--- src/rtl/prio_intc.sv ---
module prio_intc (
  input  logic       clk,
  input  logic       rst_n,
  input  logic       wr_en,
  input  logic       rd_en,
  input  logic       addr,
  input  logic [7:0] wdata,
  output logic [7:0] rdata,
  output logic       rd_err,
  input  logic [7:0] irq_in,
  input  logic       ack,
  output logic [7:0] vector,
  output logic       int_out
);
  localparam logic [1:0] S_IDLE = 2'd0, S_W2 = 2'd1, S_W3 = 2'd2, S_W4 = 2'd3;

  logic [7:0] irr, isr, imr, irr_n, isr_n, imr_n;
  logic [2:0] prio, prio_n;
  logic [4:0] base, base_n;
  logic [1:0] step, step_n;
  logic ready, aeoi, poll, rot, sel_isr, int_n;
  logic ready_n, aeoi_n, poll_n, rot_n, sel_n;
  logic hit, isr_hit;
  logic [2:0] top, isr_top;

  function automatic logic [2:0] rk(input logic [2:0] pr, input int i);
    return pr + 3'(i + 1);
  endfunction

  always_comb begin
    hit = 1'b0; top = 3'd0; isr_hit = 1'b0; isr_top = 3'd0;
    for (int i = 0; i < 8; i++) begin
      if (isr[rk(prio, i)] && !isr_hit) begin
        isr_hit = 1'b1;
        isr_top = rk(prio, i);
      end
      if (!isr_hit && !hit && irr[rk(prio, i)] && !imr[rk(prio, i)]) begin
        hit = 1'b1;
        top = rk(prio, i);
      end
    end
  end

  always_comb begin
    irr_n = irr; isr_n = isr; imr_n = imr; prio_n = prio; base_n = base;
    step_n = step; ready_n = ready; aeoi_n = aeoi; poll_n = poll;
    rot_n = rot; sel_n = sel_isr; int_n = int_out;

    if (ack) begin
      int_n = 1'b0;
      if (hit) begin
        irr_n[top] = 1'b0;
        if (aeoi) begin
          if (rot) prio_n = top;
        end else begin
          isr_n[top] = 1'b1;
        end
      end
    end else if (!int_out && hit && ready) begin
      int_n = 1'b1;
    end

    if (wr_en) begin
      if (!addr) begin
        if (wdata[4]) begin
          ready_n = 1'b0; imr_n = 8'h00; irr_n = 8'h00; isr_n = 8'h00;
          prio_n = 3'd0; sel_n = 1'b0; aeoi_n = 1'b0; poll_n = 1'b0;
          rot_n = 1'b0; int_n = 1'b0;
          step_n = (wdata[1] || !wdata[0]) ? S_IDLE : S_W2;
        end else if (ready) begin
          if (wdata[3]) begin
            poll_n = wdata[2];
            if (wdata[1]) sel_n = wdata[0];
          end else begin
            rot_n = wdata[7];
            if (wdata[5]) begin
              if (wdata[6]) begin
                isr_n[wdata[2:0]] = 1'b0;
                if (wdata[7]) prio_n = wdata[2:0];
              end else if (isr_hit) begin
                isr_n[isr_top] = 1'b0;
                if (wdata[7]) prio_n = isr_top;
              end
            end else if (wdata[6] && wdata[7]) begin
              prio_n = wdata[2:0];
            end
          end
        end
      end else begin
        case (step)
          S_W2: begin base_n = wdata[7:3]; step_n = S_W3; end
          S_W3: step_n = S_W4;
          S_W4: begin
            if (wdata[0]) begin
              aeoi_n = wdata[1];
              ready_n = 1'b1;
            end
            step_n = S_IDLE;
          end
          default: if (ready) imr_n = wdata;
        endcase
      end
    end

    if (ready) irr_n = irr_n | irq_in;
  end

  always_ff @(posedge clk or negedge rst_n) begin
    if (!rst_n) begin
      irr <= '0; isr <= '0; imr <= '0; prio <= '0; base <= '0; step <= S_IDLE;
      ready <= 1'b0; aeoi <= 1'b0; poll <= 1'b0; rot <= 1'b0;
      sel_isr <= 1'b0; int_out <= 1'b0;
    end else begin
      irr <= irr_n; isr <= isr_n; imr <= imr_n; prio <= prio_n; base <= base_n;
      step <= step_n; ready <= ready_n; aeoi <= aeoi_n; poll <= poll_n;
      rot <= rot_n; sel_isr <= sel_n; int_out <= int_n;
    end
  end

  assign rdata  = (!rd_en || poll) ? 8'h00 : (addr ? imr : (sel_isr ? isr : irr));
  assign rd_err = rd_en && poll;
  assign vector = {base, hit ? top : 3'd7};
endmodule

--- config.mk ---
export PLATFORM = sky130hd
export DESIGN_NAME = prio_intc
export DESIGN_NICKNAME = d
export VERILOG_FILES = /design/src/rtl/prio_intc.sv
export SDC_FILE = /design/constraint.sdc
export NUM_CORES = 1
export LEC_CHECK = 0
export BUFFER_PORTS_ARGS = -buffer_cell sky130_fd_sc_hd__buf_2
export CAP_MARGIN = 20
export CORE_ASPECT_RATIO = 2
export CORE_MARGIN = 4
export CORE_UTILIZATION = 50
export DETAILED_ROUTE_END_ITERATION = 8
export PLACE_DENSITY = 0.69
export SETUP_SLACK_MARGIN = 0.1
export SLEW_MARGIN = 20
export SYNTH_ARGS = -nofsm -noshare
export SYNTH_HDL_FRONTEND = slang
export SYNTH_SLANG_ARGS = --single-unit
--- constraint.sdc ---
create_clock -name clk -period 6.2 [get_ports clk]
set_clock_uncertainty 0.15 [all_clocks]
set_input_delay 1.55 -clock clk [delete_from_list [all_inputs] [get_ports clk]]
set_output_delay 1.55 -clock clk [all_outputs]
set_load 0.02 [all_outputs]
-- Yosys cells after proc, flatten, opt, wreduce, memory -nomap -nowiden
Cells that the tools add are included.
- flip-flop bits (word level): 40
- input bits: 22
- output and inout bits: 18
- logic and storage cells: 280
- add/subtract/negate cells: 7
- magnitude comparators: 14
- equal/unequal tests: 9
- mux-type cells: 152
- bitwise logic cells: 9
- reductions and logical operators: 77
- operators by type and width (kind ; count):
    8-bit two-way mux ; 24
    3-bit two-way mux ; 32
    1-bit binary-select mux with 3-bit select ; 24
    1-bit two-way mux ; 66
    3-bit by 4-bit less-than comparator with 1-bit output, second input constant ; 11
    1-bit logical AND ; 37
    1-bit logical NOT ; 26
    8-bit bitwise AND ; 3
    8-bit NOT ; 3
    8-bit bitwise OR ; 2
    4-bit AND reduction ; 4
    3-bit adder, second input constant ; 4
    1-bit demux with 3-bit select ; 3
    3-bit by 1-bit greater-or-equal comparator with 1-bit output, second input constant ; 3
    2-bit by 1-bit != test with 1-bit output, second input constant ; 4
    2-bit nonzero test ; 4
    3-bit by 2-bit adder with 3-bit output, second input constant ; 2
    2-bit one-hot mux with 3 select lines ; 1
    3-bit AND reduction ; 2
    5-bit AND reduction ; 1
    2-bit equality test, second input constant ; 2
    2-bit two-way mux ; 2
    4-bit by 1-bit != test with 1-bit output, second input constant ; 1
    3-bit by 1-bit adder with 3-bit output, second input constant ; 1
    other kinds (5) ; 6

-- Depth between registers and ports, before layout
- depth in word-level cells: 60
- gate-level depth with buffers: 16

-- Worst setup path after synthesis
Ideal clock, no wire load.
- path type: register -> output
- from: register prio[1]
- to: output vector[1]
- data arrival time: 3.821 ns
- required time: 4.500 ns
- setup slack: 0.679 ns
- cell stages (with the launch flop): 15
- cell sequence: dfrtp_1 buf_2 buf_2 clkinv_1 ha_1 mux4_2 mux2_4 or2_1 buf_6 nor3_4 and2_1 nor4_1 and2_1 o21a_1 o21ai_0
- word-level cells in the longest chain between the ends: 44
- ends and longest elaborated chain (what ; line ; text):
    start: declaration ; 18 ; logic [2:0] prio, prio_n;
    start signal: assignment ; 114 ; irr <= irr_n; isr <= isr_n; imr <= imr_n; prio <= prio_n; base <= base_n;
    3-bit by 1-bit adder with 3-bit output ; 27 ; return pr + 3'(i + 1);
    1-bit binary-select mux with 3-bit select ; 33 ; if (isr[rk(prio, i)] && !isr_hit) begin
    1-bit two-way mux (implied by the code) ; 33 ;
    1-bit two-way mux ; 33 ;
    1-bit logical NOT ; 33, 37 ;
    1-bit logical AND (2 in a row) ; 37 ; if (!isr_hit && !hit && irr[rk(prio, i)] && !imr[rk(prio, i)]) begin
    1-bit two-way mux ; 37 ;
    1-bit logical NOT ; 37 ;
    [... 23 more ...] ; - ;
    1-bit two-way mux ; 37 ;
    1-bit logical NOT ; 37 ;
    1-bit logical AND (3 in a row) ; 37 ;
    1-bit two-way mux ; 37 ;
    1-bit logical NOT ; 37 ;
    1-bit logical AND (3 in a row) ; 37 ;
    3-bit two-way mux / 1-bit two-way mux (equally long branches) ; 37 ;
    3-bit two-way mux (*) ; 122 ; assign vector = {base, hit ? top : 3'd7};
    end: declaration ; 12 ; output logic [7:0] vector,
Mark *: on every way between the ends. The rest lies on a longest branch, timed or not. The select of a mux whose other input is x is not followed.

-- Final worst setup path
Same ends and word-level chain as after synthesis.

==> results.md <==
* Height of the die at 139.9 µm
* Most frequently used flop master after synthesis: sky130_fd_sc_hd__dfrtp_1
* Compound-cell area share of the yosys netlist at 0.2499
* Fillers at about 770
* Share of async-settable or async-resettable flops after synthesis at 1.000
* CP required at around 4.5 ns
* Xor and xnor area share after synthesis at 0.01179
* Clock latency at the later pin of the worst-skew pair at 0.29 ns
* Length of the first detailed-routing pass in iterations at 5
* DRC viols at 0
* Largest family of logic cells by synthesized area: simple AND/OR/NAND/NOR gates
* Number of global-route vias before repair at 4,498
* Number of placed I/O pins at 40
* Count of maximum capacitance violations at 0
* Fmax at 0.1727 GHz
* Gates resized, CTS repair at 0
* Area growth from synthesis to layout at 10.32%
* Global-route wire length before repair at ~24,000 µm
* Drt initial violations at 416
* Synth Area in Adders at 0.01726
* DR vias at roughly 4,500
* Vias/cell at 6.902
* Critical path type: flip-flop to output pin
* Number of CTS-inserted buffers at 5
* Final worst path period share at 0.9337
* Slew Viols, Final at 0
* Post-synth EDFFs at 0
* Die Wd at between 70 and 80 µm
* Detailed Place HPWL at 11,690 µm
* Library cells used by synthesis at 86
* Remaining global-route overflow at 0
* Cell area after synthesis at 4350 µm²
* Setup repair after global routing missed its margin: no
* H-tree level count at 2
* Warnings from Yosys at 0
* Kind of start point of the critical path: flip-flop
* Gpl congestion at roughly 1
* Area share of and/or/nand/nor cells after synthesis at 0.2767
* Net count, final at 580
* Initial antenna violation count at 0
* Number of buffer cells added on primary ports at 39
* Clock transition at the register clock pins on the worst setup and hold paths after CTS at about 0.050 ns
* Full die area at 10,350 µm²
* Worst flop-to-flop path startpoint: prio[0]
* Antenna diode instance count at 0
* CTS tree: yes
* Average cell area after synthesis at 8.366 µm²
* Endpoint type of the worst setup path: output pin
* Final routed wirelength across all metal layers at 14,920 µm
* Largest fanout on the critical path at 23
* Arrival @ worst endpoint at between 4 and 5 ns
* Antenna viol nets, final at 0
* Post-CTS Setup Inserts at 0
* CTS Root Cell: sky130_fd_sc_hd__clkbuf_16
* Run status: complete, no violations
* Fraction of final layout cells sized beyond drive strength 1 at 0.2080
* Min-Delay Startpoint: base[3]
* Worst relative slew slack at 0.3849
* Initial standard-cell utilization of the core at 0.5173
* Pre-CTS setup slack at 0.7642 ns
* Buffers from clock root to sink, at most at 2
* Net count of the mapped netlist at between 500 and 600
* Post-synthesis sequential element count at 40
* Rows at 47
* Setup Total Neg Slack at 0 ns
* Mapped Cells at 520
* Largest net degree at the start of global routing at slightly above 40
* Register area share after synthesis at 0.2301
* Hold_buf cts at 0
* Crit-path cells: buf_4 -> ha_1 -> xnor2_1 -> mux2_4 -> or2_1 -> nor3_4 -> and2_1 -> nor4_1 -> a311oi_1 -> o21a_1 -> o21ai_0 -> buf_2
* Delay contributed by the slowest stage of the critical path at 0.46 ns
* Setup-failing EPs final at 0
* Worst Slack Setup Final at 0.4110 ns
* Class of the most critical hold timing path: flip-flop to flip-flop
* Cell at the slowest stage of the critical path: sky130_fd_sc_hd__xnor2_1
* Final critical delay including setup and external delays at 5.789 ns
* Standard cell core area at 8409 µm²
* Final Hold Viols at 0
* Worst Tran Pin Value at 0.9226 ns
* Clk sink count at 40
* Critical Path Source: prio[1]
* Wire length per cell after detailed routing at approximately 23 µm
* Global Route Usage Sum at 0.2992
* Multiplexer share of the synthesized area at 0.1671
==> synthesized netlist by cell type, types with 6 or more instances <==
master / n / share of area
sky130_fd_sc_hd__buf_2: 6 / 0.0069
sky130_fd_sc_hd__a21oi_1: 32 / 0.037
sky130_fd_sc_hd__nor2_1: 55 / 0.047
sky130_fd_sc_hd__clkbuf_1: 15 / 0.013
sky130_fd_sc_hd__mux2_2: 8 / 0.021
sky130_fd_sc_hd__nor2b_1: 10 / 0.014
sky130_fd_sc_hd__ha_1: 6 / 0.017
sky130_fd_sc_hd__o21a_1: 8 / 0.014
sky130_fd_sc_hd__o21ai_0: 35 / 0.040
sky130_fd_sc_hd__nand2_1: 60 / 0.052
sky130_fd_sc_hd__nand2b_1: 18 / 0.026
sky130_fd_sc_hd__mux2i_1: 22 / 0.051
sky130_fd_sc_hd__inv_1: 13 / 0.011
sky130_fd_sc_hd__nor4b_1: 6 / 0.012
sky130_fd_sc_hd__dfrtp_1: 40 / 0.23
sky130_fd_sc_hd__nand4_1: 6 / 0.0086
sky130_fd_sc_hd__mux4_2: 16 / 0.083
sky130_fd_sc_hd__nand3_1: 12 / 0.014
sky130_fd_sc_hd__a32oi_1: 10 / 0.020
sky130_fd_sc_hd__nor3_1: 11 / 0.013
sky130_fd_sc_hd__a31oi_1: 7 / 0.010
sky130_fd_sc_hd__o221a_2: 6 / 0.016
==> placed cells by master, fill, tap and decap left out, types with 5 or more instances in the layout <==
master / synthesis / layout
sky130_fd_sc_hd__ha_1: 6 / 6
sky130_fd_sc_hd__nor2_1: 55 / 55
sky130_fd_sc_hd__nor2b_1: 10 / 10
sky130_fd_sc_hd__clkbuf_16: 0 / 5
sky130_fd_sc_hd__mux2_2: 8 / 8
sky130_fd_sc_hd__nand2_1: 60 / 60
sky130_fd_sc_hd__o21ai_0: 35 / 35
sky130_fd_sc_hd__mux2i_1: 22 / 22
sky130_fd_sc_hd__nand4_1: 6 / 6
sky130_fd_sc_hd__nor4b_1: 6 / 6
sky130_fd_sc_hd__buf_4: 2 / 15
sky130_fd_sc_hd__o221a_2: 6 / 6
sky130_fd_sc_hd__nand2b_1: 18 / 18
sky130_fd_sc_hd__a21oi_1: 32 / 32
sky130_fd_sc_hd__buf_2: 6 / 39
sky130_fd_sc_hd__o21a_1: 8 / 8
sky130_fd_sc_hd__inv_1: 13 / 13
sky130_fd_sc_hd__nor3_1: 11 / 11
sky130_fd_sc_hd__a32oi_1: 10 / 10
sky130_fd_sc_hd__nand3_1: 12 / 12
sky130_fd_sc_hd__a31oi_1: 7 / 7
sky130_fd_sc_hd__dfrtp_1: 40 / 40
sky130_fd_sc_hd__mux4_2: 16 / 16
==> sequential cells by signal, summed over array words and instances, names as in the netlist <==
signal	flops
aeoi	1
base	5
imr	8
int_out	1
irr	8
isr	8
poll	1
prio	3
ready	1
rot	1
sel_isr	1
step	2
==> logic make-up (layout without fill, tap and decap cells) <==
group | Yosys count | count (layout)
multiplexers | 49 | 49
AND/OR/NAND/NOR | 224 | 224
AO/OA/AOI/OAI | 152 | 152
XOR/XNOR | 5 | 5
buffers and inverters | 44 | 77
adder cells (fa/ha/maj) | 6 | 6
flip-flops | 40 | 40
==> layer usage <==
| metal | part of all wire | vias to the layer above | GRT usage |
|---|---|---|---|
| li1 | - | 2049 | - |
| met1 | 0.33 | 2143 | 0.2966 |
| met2 | 0.54 | 220 | 0.5346 |
| met3 | 0.046 | 81 | 0.03659 |
| met4 | 0.083 | 0 | 0.2283 |
| met5 | 0 | - | 0 |
==> worst max-delay path, delay by kind of cell (launching register included) <==
| family | cells | cell delay (ns) |
|---|---|---|
| AO/OA/AOI/OAI | 3 | 0.79 |
| XOR/XNOR | 1 | 0.46 |
| adder cells (fa/ha/maj) | 1 | 0.30 |
| buffers and inverters | 2 | 0.42 |
| flip-flops | 1 | 0.37 |
| multiplexers | 1 | 0.38 |
| AND/OR/NAND/NOR | 4 | 1.08 |
==> layout make-up <==
type                       instances  area (µm²)  area share
sequential                        40        1001      0.2086
timing repair buffer              54       307.8     0.06413
tap                               98       122.6     0.02555
clock buffer                       5       125.1     0.02607
multi-input combinational        436        3144      0.6551
inverter                          15       56.30     0.01173
clock inverter                     3       42.54    0.008863
==> final timing paths <==
kind                              to  slack (ns)  cells past startpoint
max                        vector[1]        0.41                     12
min                          base[3]        0.34                      2
max reg2reg                   isr[6]        1.76                     12
min reg2reg                  base[3]        0.34                      2
max in group asynchronous       poll        4.08                      1
min in group asynchronous    step[0]        1.24                      1
==> through the flow <==
| stage | hold slack (ns) | area, µm² | std cells | utilization |
|---|---|---|---|---|
| 2_1_floorplan | 0.3221 | 4350 | 520 | - |
| 3_3_place_gp | 0.3125 | 4632 | 643 | 0.5508 |
| 3_5_place_dp | 0.3223 | 4632 | 643 | 0.5508 |
| 4_1_cts | 0.3375 | 4800 | 651 | 0.5707 |
| 5_1_grt | 0.3725 | 4800 | 651 | 0.5707 |
| 6_report | 0.3427 | 4800 | 651 | 0.5707 |
Power is not shown: default switching activity piles up to over one toggle a cycle in this logic, so the estimate is an artifact.
